--- src/rtl/cfd_pkg.sv ---
package cfd_pkg;
  typedef enum logic [2:0] {
    ST_LOAD,
    ST_THR,
    ST_SCAN,
    ST_DIV,
    ST_OUT
  } cfd_state_e;
endpackage

--- src/rtl/cfd_capture.sv ---
module cfd_capture #(
  parameter int W     = 12,
  parameter int DEPTH = 64,
  parameter int VW    = W + 2,
  localparam int AW   = $clog2(DEPTH)
) (
  input  logic                 clk,
  input  logic                 rst_n,
  input  logic                 wr_en,
  input  logic                 wr_first,
  input  logic                 wr_last,
  input  logic [W-1:0]         wr_data,
  input  logic [W-1:0]         pedestal,
  input  logic [AW-1:0]        rd_addr_a,
  input  logic [AW-1:0]        rd_addr_b,
  output logic signed [VW-1:0] rd_a,
  output logic signed [VW-1:0] rd_b,
  output logic signed [VW-1:0] peak_val,
  output logic [AW-1:0]        peak_idx
);
  logic signed [VW-1:0] mem [DEPTH];
  logic [AW:0]          cnt;
  logic [AW:0]          widx;
  logic signed [VW-1:0] value;
  logic                 in_range;

  assign widx     = wr_first ? '0 : cnt;
  assign in_range = widx < (AW+1)'(DEPTH);
  assign value    = VW'($signed(wr_data)) - VW'($signed(pedestal));
  assign rd_a     = mem[rd_addr_a];
  assign rd_b     = mem[rd_addr_b];

  always_ff @(posedge clk) begin
    if (wr_en && in_range) mem[widx[AW-1:0]] <= value;
  end

  always_ff @(posedge clk) begin
    if (!rst_n) begin
      cnt      <= '0;
      peak_val <= '0;
      peak_idx <= '0;
    end else if (wr_en) begin
      if (in_range) begin
        cnt <= wr_last ? '0 : widx + 1'b1;
        if (widx == '0 || value > peak_val) begin
          peak_val <= value;
          peak_idx <= widx[AW-1:0];
        end
      end else begin
        cnt <= wr_last ? '0 : cnt;
      end
    end
  end


  overflow_drop_chk: assert property (@(posedge clk) disable iff (!rst_n)
    (wr_en && !in_range) |=> ($stable(peak_val) && $stable(peak_idx)));
endmodule

--- src/rtl/cfd_search.sv ---
module cfd_search #(
  parameter int VW    = 14,
  parameter int DEPTH = 64,
  localparam int AW   = $clog2(DEPTH)
) (
  input  logic                 clk,
  input  logic                 rst_n,
  input  logic                 start,
  input  logic [AW-1:0]        peak_idx,
  input  logic signed [VW-1:0] thr,
  input  logic signed [VW-1:0] rd_a,
  input  logic signed [VW-1:0] rd_b,
  output logic [AW-1:0]        rd_addr_a,
  output logic [AW-1:0]        rd_addr_b,
  output logic                 found,
  output logic                 fail,
  output logic signed [VW-1:0] lo,
  output logic signed [VW-1:0] hi,
  output logic [AW-1:0]        k
);
  logic active;

  assign rd_addr_a = k;
  assign rd_addr_b = k + 1'b1;

  always_ff @(posedge clk) begin
    if (!rst_n) begin
      active <= 1'b0;
      found  <= 1'b0;
      fail   <= 1'b0;
      k      <= '0;
      lo     <= '0;
      hi     <= '0;
    end else begin
      found <= 1'b0;
      fail  <= 1'b0;
      if (start) begin
        if (peak_idx == '0) begin
          fail <= 1'b1;
        end else begin
          k      <= peak_idx - 1'b1;
          active <= 1'b1;
        end
      end else if (active) begin
        if (rd_a < thr) begin
          found  <= 1'b1;
          lo     <= rd_a;
          hi     <= rd_b;
          active <= 1'b0;
        end else if (k == '0) begin
          fail   <= 1'b1;
          active <= 1'b0;
        end else begin
          k <= k - 1'b1;
        end
      end
    end
  end


  pair_straddle_chk: assert property (@(posedge clk) disable iff (!rst_n)
    found |-> (lo < thr && hi >= thr));

  found_fail_excl_chk: assert property (@(posedge clk) disable iff (!rst_n)
    !(found && fail));
endmodule

--- src/rtl/cfd_divider.sv ---
module cfd_divider #(
  parameter int NW  = 15,
  parameter int FW  = 8,
  localparam int QW = FW + 1,
  localparam int CW = $clog2(QW + 1)
) (
  input  logic          clk,
  input  logic          rst_n,
  input  logic          start,
  input  logic [NW-1:0] num,
  input  logic [NW-1:0] den,
  output logic          done,
  output logic [QW-1:0] quo
);
  logic [NW:0]   rem;
  logic [CW-1:0] steps;
  logic          busy;
  logic          ge;

  assign ge = rem >= {1'b0, den};

  always_ff @(posedge clk) begin
    if (!rst_n) begin
      rem   <= '0;
      steps <= '0;
      busy  <= 1'b0;
      done  <= 1'b0;
      quo   <= '0;
    end else begin
      done <= 1'b0;
      if (start) begin
        rem   <= {1'b0, num};
        quo   <= '0;
        steps <= CW'(QW);
        busy  <= 1'b1;
      end else if (busy) begin
        quo   <= {quo[QW-2:0], ge};
        rem   <= (ge ? rem - {1'b0, den} : rem) << 1;
        steps <= steps - 1'b1;
        if (steps == CW'(1)) begin
          busy <= 1'b0;
          done <= 1'b1;
        end
      end
    end
  end


  operand_order_chk: assert property (@(posedge clk) disable iff (!rst_n)
    start |-> (num <= den && den != '0));

  quotient_range_chk: assert property (@(posedge clk) disable iff (!rst_n)
    done |-> (quo <= QW'(1 << FW)));
endmodule

--- src/rtl/cfd_timer.sv ---
module cfd_timer #(
  parameter int SAMPLE_W = 12,
  parameter int DEPTH    = 64,
  parameter int FRAC_W   = 8,
  localparam int AW      = $clog2(DEPTH),
  localparam int VW      = SAMPLE_W + 2,
  localparam int NW      = VW + 1
) (
  input  logic                clk,
  input  logic                rst_n,
  input  logic                in_valid,
  output logic                in_ready,
  input  logic [SAMPLE_W-1:0] in_data,
  input  logic                in_first,
  input  logic                in_last,
  input  logic [FRAC_W-1:0]   frac_sel,
  input  logic [SAMPLE_W-1:0] pedestal,
  output logic                out_valid,
  input  logic                out_ready,
  output logic [AW-1:0]       out_index,
  output logic [FRAC_W-1:0]   out_frac,
  output logic                out_error
);
  import cfd_pkg::*;

  cfd_state_e state;
  logic accept;
  logic signed [VW-1:0] rd_a, rd_b, peak_val, lo, hi, thr;
  logic [AW-1:0] peak_idx, rd_addr_a, rd_addr_b, k;
  logic s_start, s_found, s_fail, d_done;
  logic signed [VW+FRAC_W:0] prod;
  logic signed [NW-1:0] num_s, den_s;
  logic [FRAC_W:0] quo;

  assign accept    = in_valid && in_ready;
  assign in_ready  = (state == ST_LOAD);
  assign out_valid = (state == ST_OUT);
  assign s_start   = (state == ST_THR) && (peak_val > 0);
  assign prod      = peak_val * $signed({1'b0, frac_sel});
  assign num_s     = NW'(thr) - NW'(lo);
  assign den_s     = NW'(hi) - NW'(lo);

  cfd_capture #(.W(SAMPLE_W), .DEPTH(DEPTH), .VW(VW)) u_cap (
    .clk(clk), .rst_n(rst_n), .wr_en(accept), .wr_first(in_first),
    .wr_last(in_last), .wr_data(in_data), .pedestal(pedestal),
    .rd_addr_a(rd_addr_a), .rd_addr_b(rd_addr_b), .rd_a(rd_a), .rd_b(rd_b),
    .peak_val(peak_val), .peak_idx(peak_idx)
  );

  cfd_search #(.VW(VW), .DEPTH(DEPTH)) u_search (
    .clk(clk), .rst_n(rst_n), .start(s_start), .peak_idx(peak_idx),
    .thr(thr), .rd_a(rd_a), .rd_b(rd_b), .rd_addr_a(rd_addr_a),
    .rd_addr_b(rd_addr_b), .found(s_found), .fail(s_fail),
    .lo(lo), .hi(hi), .k(k)
  );

  cfd_divider #(.NW(NW), .FW(FRAC_W)) u_div (
    .clk(clk), .rst_n(rst_n), .start(s_found), .num(num_s), .den(den_s),
    .done(d_done), .quo(quo)
  );

  always_ff @(posedge clk) begin
    if (!rst_n) begin
      state     <= ST_LOAD;
      thr       <= '0;
      out_index <= '0;
      out_frac  <= '0;
      out_error <= 1'b0;
    end else begin
      case (state)
        ST_LOAD: if (accept && in_last) state <= ST_THR;
        ST_THR: begin
          thr <= prod[VW+FRAC_W-1:FRAC_W];
          if (peak_val > 0) begin
            state <= ST_SCAN;
          end else begin
            out_index <= '0;
            out_frac  <= '0;
            out_error <= 1'b1;
            state     <= ST_OUT;
          end
        end
        ST_SCAN: begin
          if (s_found) begin
            state <= ST_DIV;
          end else if (s_fail) begin
            out_index <= '0;
            out_frac  <= '0;
            out_error <= 1'b1;
            state     <= ST_OUT;
          end
        end
        ST_DIV: if (d_done) begin
          out_index <= k + AW'(quo[FRAC_W]);
          out_frac  <= quo[FRAC_W-1:0];
          out_error <= 1'b0;
          state     <= ST_OUT;
        end
        ST_OUT: if (out_ready) state <= ST_LOAD;
        default: state <= ST_LOAD;
      endcase
    end
  end


  hold_result_chk: assert property (@(posedge clk) disable iff (!rst_n)
    (out_valid && !out_ready) |=> (out_valid && $stable(out_index) &&
                                   $stable(out_frac) && $stable(out_error)));

  no_intake_busy_chk: assert property (@(posedge clk) disable iff (!rst_n)
    out_valid |-> !in_ready);

  error_zero_chk: assert property (@(posedge clk) disable iff (!rst_n)
    (out_valid && out_error) |-> (out_index == '0 && out_frac == '0));

  last_closes_chk: assert property (@(posedge clk) disable iff (!rst_n)
    (accept && in_last) |=> !in_ready);
endmodule

--- config.mk ---
export PLATFORM = sky130hd
export DESIGN_NAME = cfd_timer
export DESIGN_NICKNAME = d
export VERILOG_FILES = /design/src/rtl/cfd_pkg.sv /design/src/rtl/cfd_capture.sv /design/src/rtl/cfd_search.sv /design/src/rtl/cfd_divider.sv /design/src/rtl/cfd_timer.sv
export SDC_FILE = /design/constraint.sdc
export NUM_CORES = 2
export LEC_CHECK = 0
export ABC_AREA = 1
export BUFFER_PORTS_ARGS = -buffer_cell sky130_fd_sc_hd__clkbuf_2
export CAP_MARGIN = 20
export CORE_ASPECT_RATIO = 1.75
export CORE_MARGIN = 3
export CORE_UTILIZATION = 45
export CTS_CLUSTER_DIAMETER = 100
export DETAILED_ROUTE_END_ITERATION = 16
export MAX_ROUTING_LAYER = met4
export PLACE_DENSITY = 0.68
export SLEW_MARGIN = 20
export SYNTH_ARGS = -nofsm -noshare
export SYNTH_HDL_FRONTEND = slang
export SYNTH_SLANG_ARGS = --single-unit
--- constraint.sdc ---
create_clock -name clk -period 14.1 [get_ports clk]
set_input_delay 0.705 -clock clk [delete_from_list [all_inputs] [get_ports clk]]
set_output_delay 0.705 -clock clk [all_outputs]
set_load 0.01 [all_outputs]
==> metrics.txt <==
drt drc 0; # hold bufs at CTS 0; Die Ht 458.9 um; ys async rst share 0; vias in the first global route 42520; R2R depth 19; Synth top cells by count o21ai_0, edfxtp_1, nor2_1, nand2_1, inv_1; Worst Setup Start Kind register; final cycle utilization of the critical path 0.4547; Final Critical Period between 6000 and 7000 ps; port bufs 54; GRT Overall Usage 0.2953; initial drt markers 5792; core box area 116000 um^2; CP Class register to register; Net Sw Power 5.813 mW; Cell Rows 165; maximum vdd drop 0.0002913 V; synth top area cells edfxtp_1, o21ai_0, nor2_1; initial antenna violation count 2; final WL 178.6 mm; antenna-violating nets left 0; die width 264.8 um; CP Buf/Inv Count 2; DR vias 44700; Seq cells post-synth roughly 960; routability cong. 0.9252; # Post-CTS Setup Buffers 0; Hold EP state[2]; MaxCap Viol Count 0; P_int 6.818 mW; I/O Pins 55; Area Overhead vs Synth 8.722%; CTS tree done; number of synthesized flops with an enable pin 832; Seq. cell area 27600 um^2; Hold Crit Class input port to register; fillers 10530; drt wl/cell 24.90 um; main flop type after synthesis edfxtp_1; RSZ-0062 raised after global routing false; fin cells 7175; Sequential Power Share 0.275; Clock Skews between 20 and 25 ps; largest net degree at the start of global routing between 150 and 200; Setup crit end kind register; Worst-path clk slew 70 ps; post-synth top area cell edfxtp_1; area of the multi-input gates approximately 22000 um^2; H-tree depth 3; sequential area share after synthesis 0.5231; CP max-delay cell o22ai_1; PwrDens between 200 and 250 nW/um^2; Worst Tran Pin Value 1198 ps; Max transition margin 0.1928; worst path required time 14750 ps; Worst R2R Setup Slack between 7000 and 8000 ps; Comb power frac 0.520; die area 121500 um^2; Initial DRT Pass Iterations 6; Max Slew Vio Count 0; largest stage delay on the critical path 790 ps; Avg Vias per Cell 6.230; Worst-Skew Late Latency 720 ps; Final TNS setup 0 ps; layout cells sized above 1 0.07194; count leader, synth o21ai_0; f_max 0.1560 GHz; first-pass GRT wire length 263.9 mm; final setup fails 0; Synth Cell Area 52730 um^2; clock power share 0.205; HP Start out_ready; outcome finished clean; dpl cells 7011; Num CTS Buffers 86; hold depth 4; final hold violation count 0; LEAKAGE 20.82 nW; syn_area_per_cell 9.138 um^2; Distinct cells, synth between 50 and 60; Max clock buf depth 3; # nets final 5852; worst r2r dst u_search.lo[9]; post-synth top area share 0.4738; Switching Share 0.4602; CP max FO 192; Post-Synthesis Cells about 5800; Clock Sinks 962; Synthesis Warnings 0; Initial Utilization 0.4545; Largest delay share family, worst path compound AO/OA/AOI/OAI gates; CTS-repair resized insts 0; critical path arrival 7060 ps; most used cell, CP o21ai_0; post-synth net total between 6000 and 7000; DP Wirelength 110.9 mm; critical-path cell list buf_12, buf_12, o21ai_0, o21ai_0, o21ai_0, o22ai_1, nor2_1, o21ai_0, ha_1, a21oi_1, nor2_1, a211oi_1, o221a_2, nand3_1, nand2_4, nand3_4, nand2_1, nand2_1, nor2_1; gr ovfl total 0; root buf cell clkbuf_16
-- power groups by stage --
stage	Clock [mW]	Sequential [mW]	Combinational (mW)
after global routing	2.71	3.49	7.19
after detailed placement	0	3.53	6.42
final	2.59	3.48	6.56
after floorplan	0	3.41	4.81
after global placement	0	3.53	6.33
after CTS	2.60	3.47	6.46
-- registers in the layout (all words and copies together), names as in the netlist, 3 cells and up, named ones only --
register,cells
u_cap.mem,832
u_div.rem,16
thr,14
u_cap.peak_val,13
u_search.hi,13
u_search.lo,13
u_div.quo,9
out_frac,8
u_cap.cnt,7
out_index,6
u_cap.peak_idx,6
u_search.k,6
u_div.steps,4
state,3
-- worst max path at each step --
stage	end	slack [ps]	from	depth (start not counted)
after floorplan	u_cap.peak_idx[1]	8510	pedestal[2]	25
after global placement	u_search.hi[1]	7920	register	17
after detailed placement	u_cap.peak_idx[5]	7860	in_data[0]	29
after CTS	u_search.hi[1]	7890	register	18
after global routing	u_search.hi[3]	7380	register	19
final	u_search.lo[9]	7690	register	19
-- routing by layer --
metal,up-vias,routed length (um),GRT usage
li1,19980,-,-
met1,21170,60800,0.3323
met2,2827,83100,0.4681
met3,730,17680,0.04940
met4,0,17050,0.2334
met5,-,0,-
-- through the flow --
step | instance area (um^2) | utilization | total power [mW] | hold slack (ps) | setup slack (ps)
floorplan | 52730 | - | 8.225 | 440.9 | 8507
global placement | 54270 | 0.4678 | 9.859 | 451.1 | 7924
detailed placement | 54280 | 0.4678 | 9.957 | 465.6 | 7856
CTS | 57300 | 0.4939 | 12.53 | 305.3 | 7892
global route | 57330 | 0.4942 | 13.38 | 359.5 | 7383
finish | 57330 | 0.4942 | 12.63 | 338.2 | 7688
-- worst register-to-register path, stage by stage (launching register included) --
cell and delay, ps:
dfxtp_4 730, buf_12 660, buf_12 800, o21ai_0 280, o21ai_0 190, o21ai_0 100, o22ai_1 790, nor2_1 110
o21ai_0 600, ha_1 360, a21oi_1 130, nor2_1 50, a211oi_1 160, o221a_2 240, nand3_1 120, nand2_4 130
nand3_4 480, nand2_1 240, nand2_1 70, nor2_1 110
-- area by class of cell --
cell class / instances / area share
multi-input cells: 3871 / 0.3789
well taps: 1503 / 0.03280
flip-flops and latches: 962 / 0.4814
clock inverters: 65 / 0.01412
diodes: 1 / 0.00004365
inverters: 527 / 0.03492
clock buffers: 96 / 0.03856
repair buffers: 150 / 0.01923
-- placed cells by master, fill, tap and decap left out, types with 16 or more instances in the layout --
cell type  synthesis  final
edfxtp_1         832    832
xor2_1            40     33
fa_1              87     87
xnor2_1           17     16
clkbuf_16          0     87
buf_4              6     86
o211ai_1         116    116
dfxtp_1          130    125
nor2_2             9     51
nor2_1           721    678
clkinv_2           0     20
o221a_2           30     30
o22ai_1           71     71
a31oi_1           20     20
a21oi_1          449    449
o221ai_1          68     68
ha_1             129    128
clkinv_1           3     20
clkbuf_2           0     54
inv_1            521    510
bufinv_16          0     17
nand3_1          144    143
o21ai_0         1208   1208
nand2_1          592    592
a211oi_1          60     60
-- cell families after synthesis --
kind of cell,Yosys count,synth area share
adders and majority gates,216,0.06363
DFF,962,0.5231
AOI/OAI and AO/OA,2072,0.2182
buffers and inverters,938,0.07004
and+or+nand+nor,1526,0.1156
xor gates and xnor gates,57,0.009467
(Power assumes the default switching activity.)
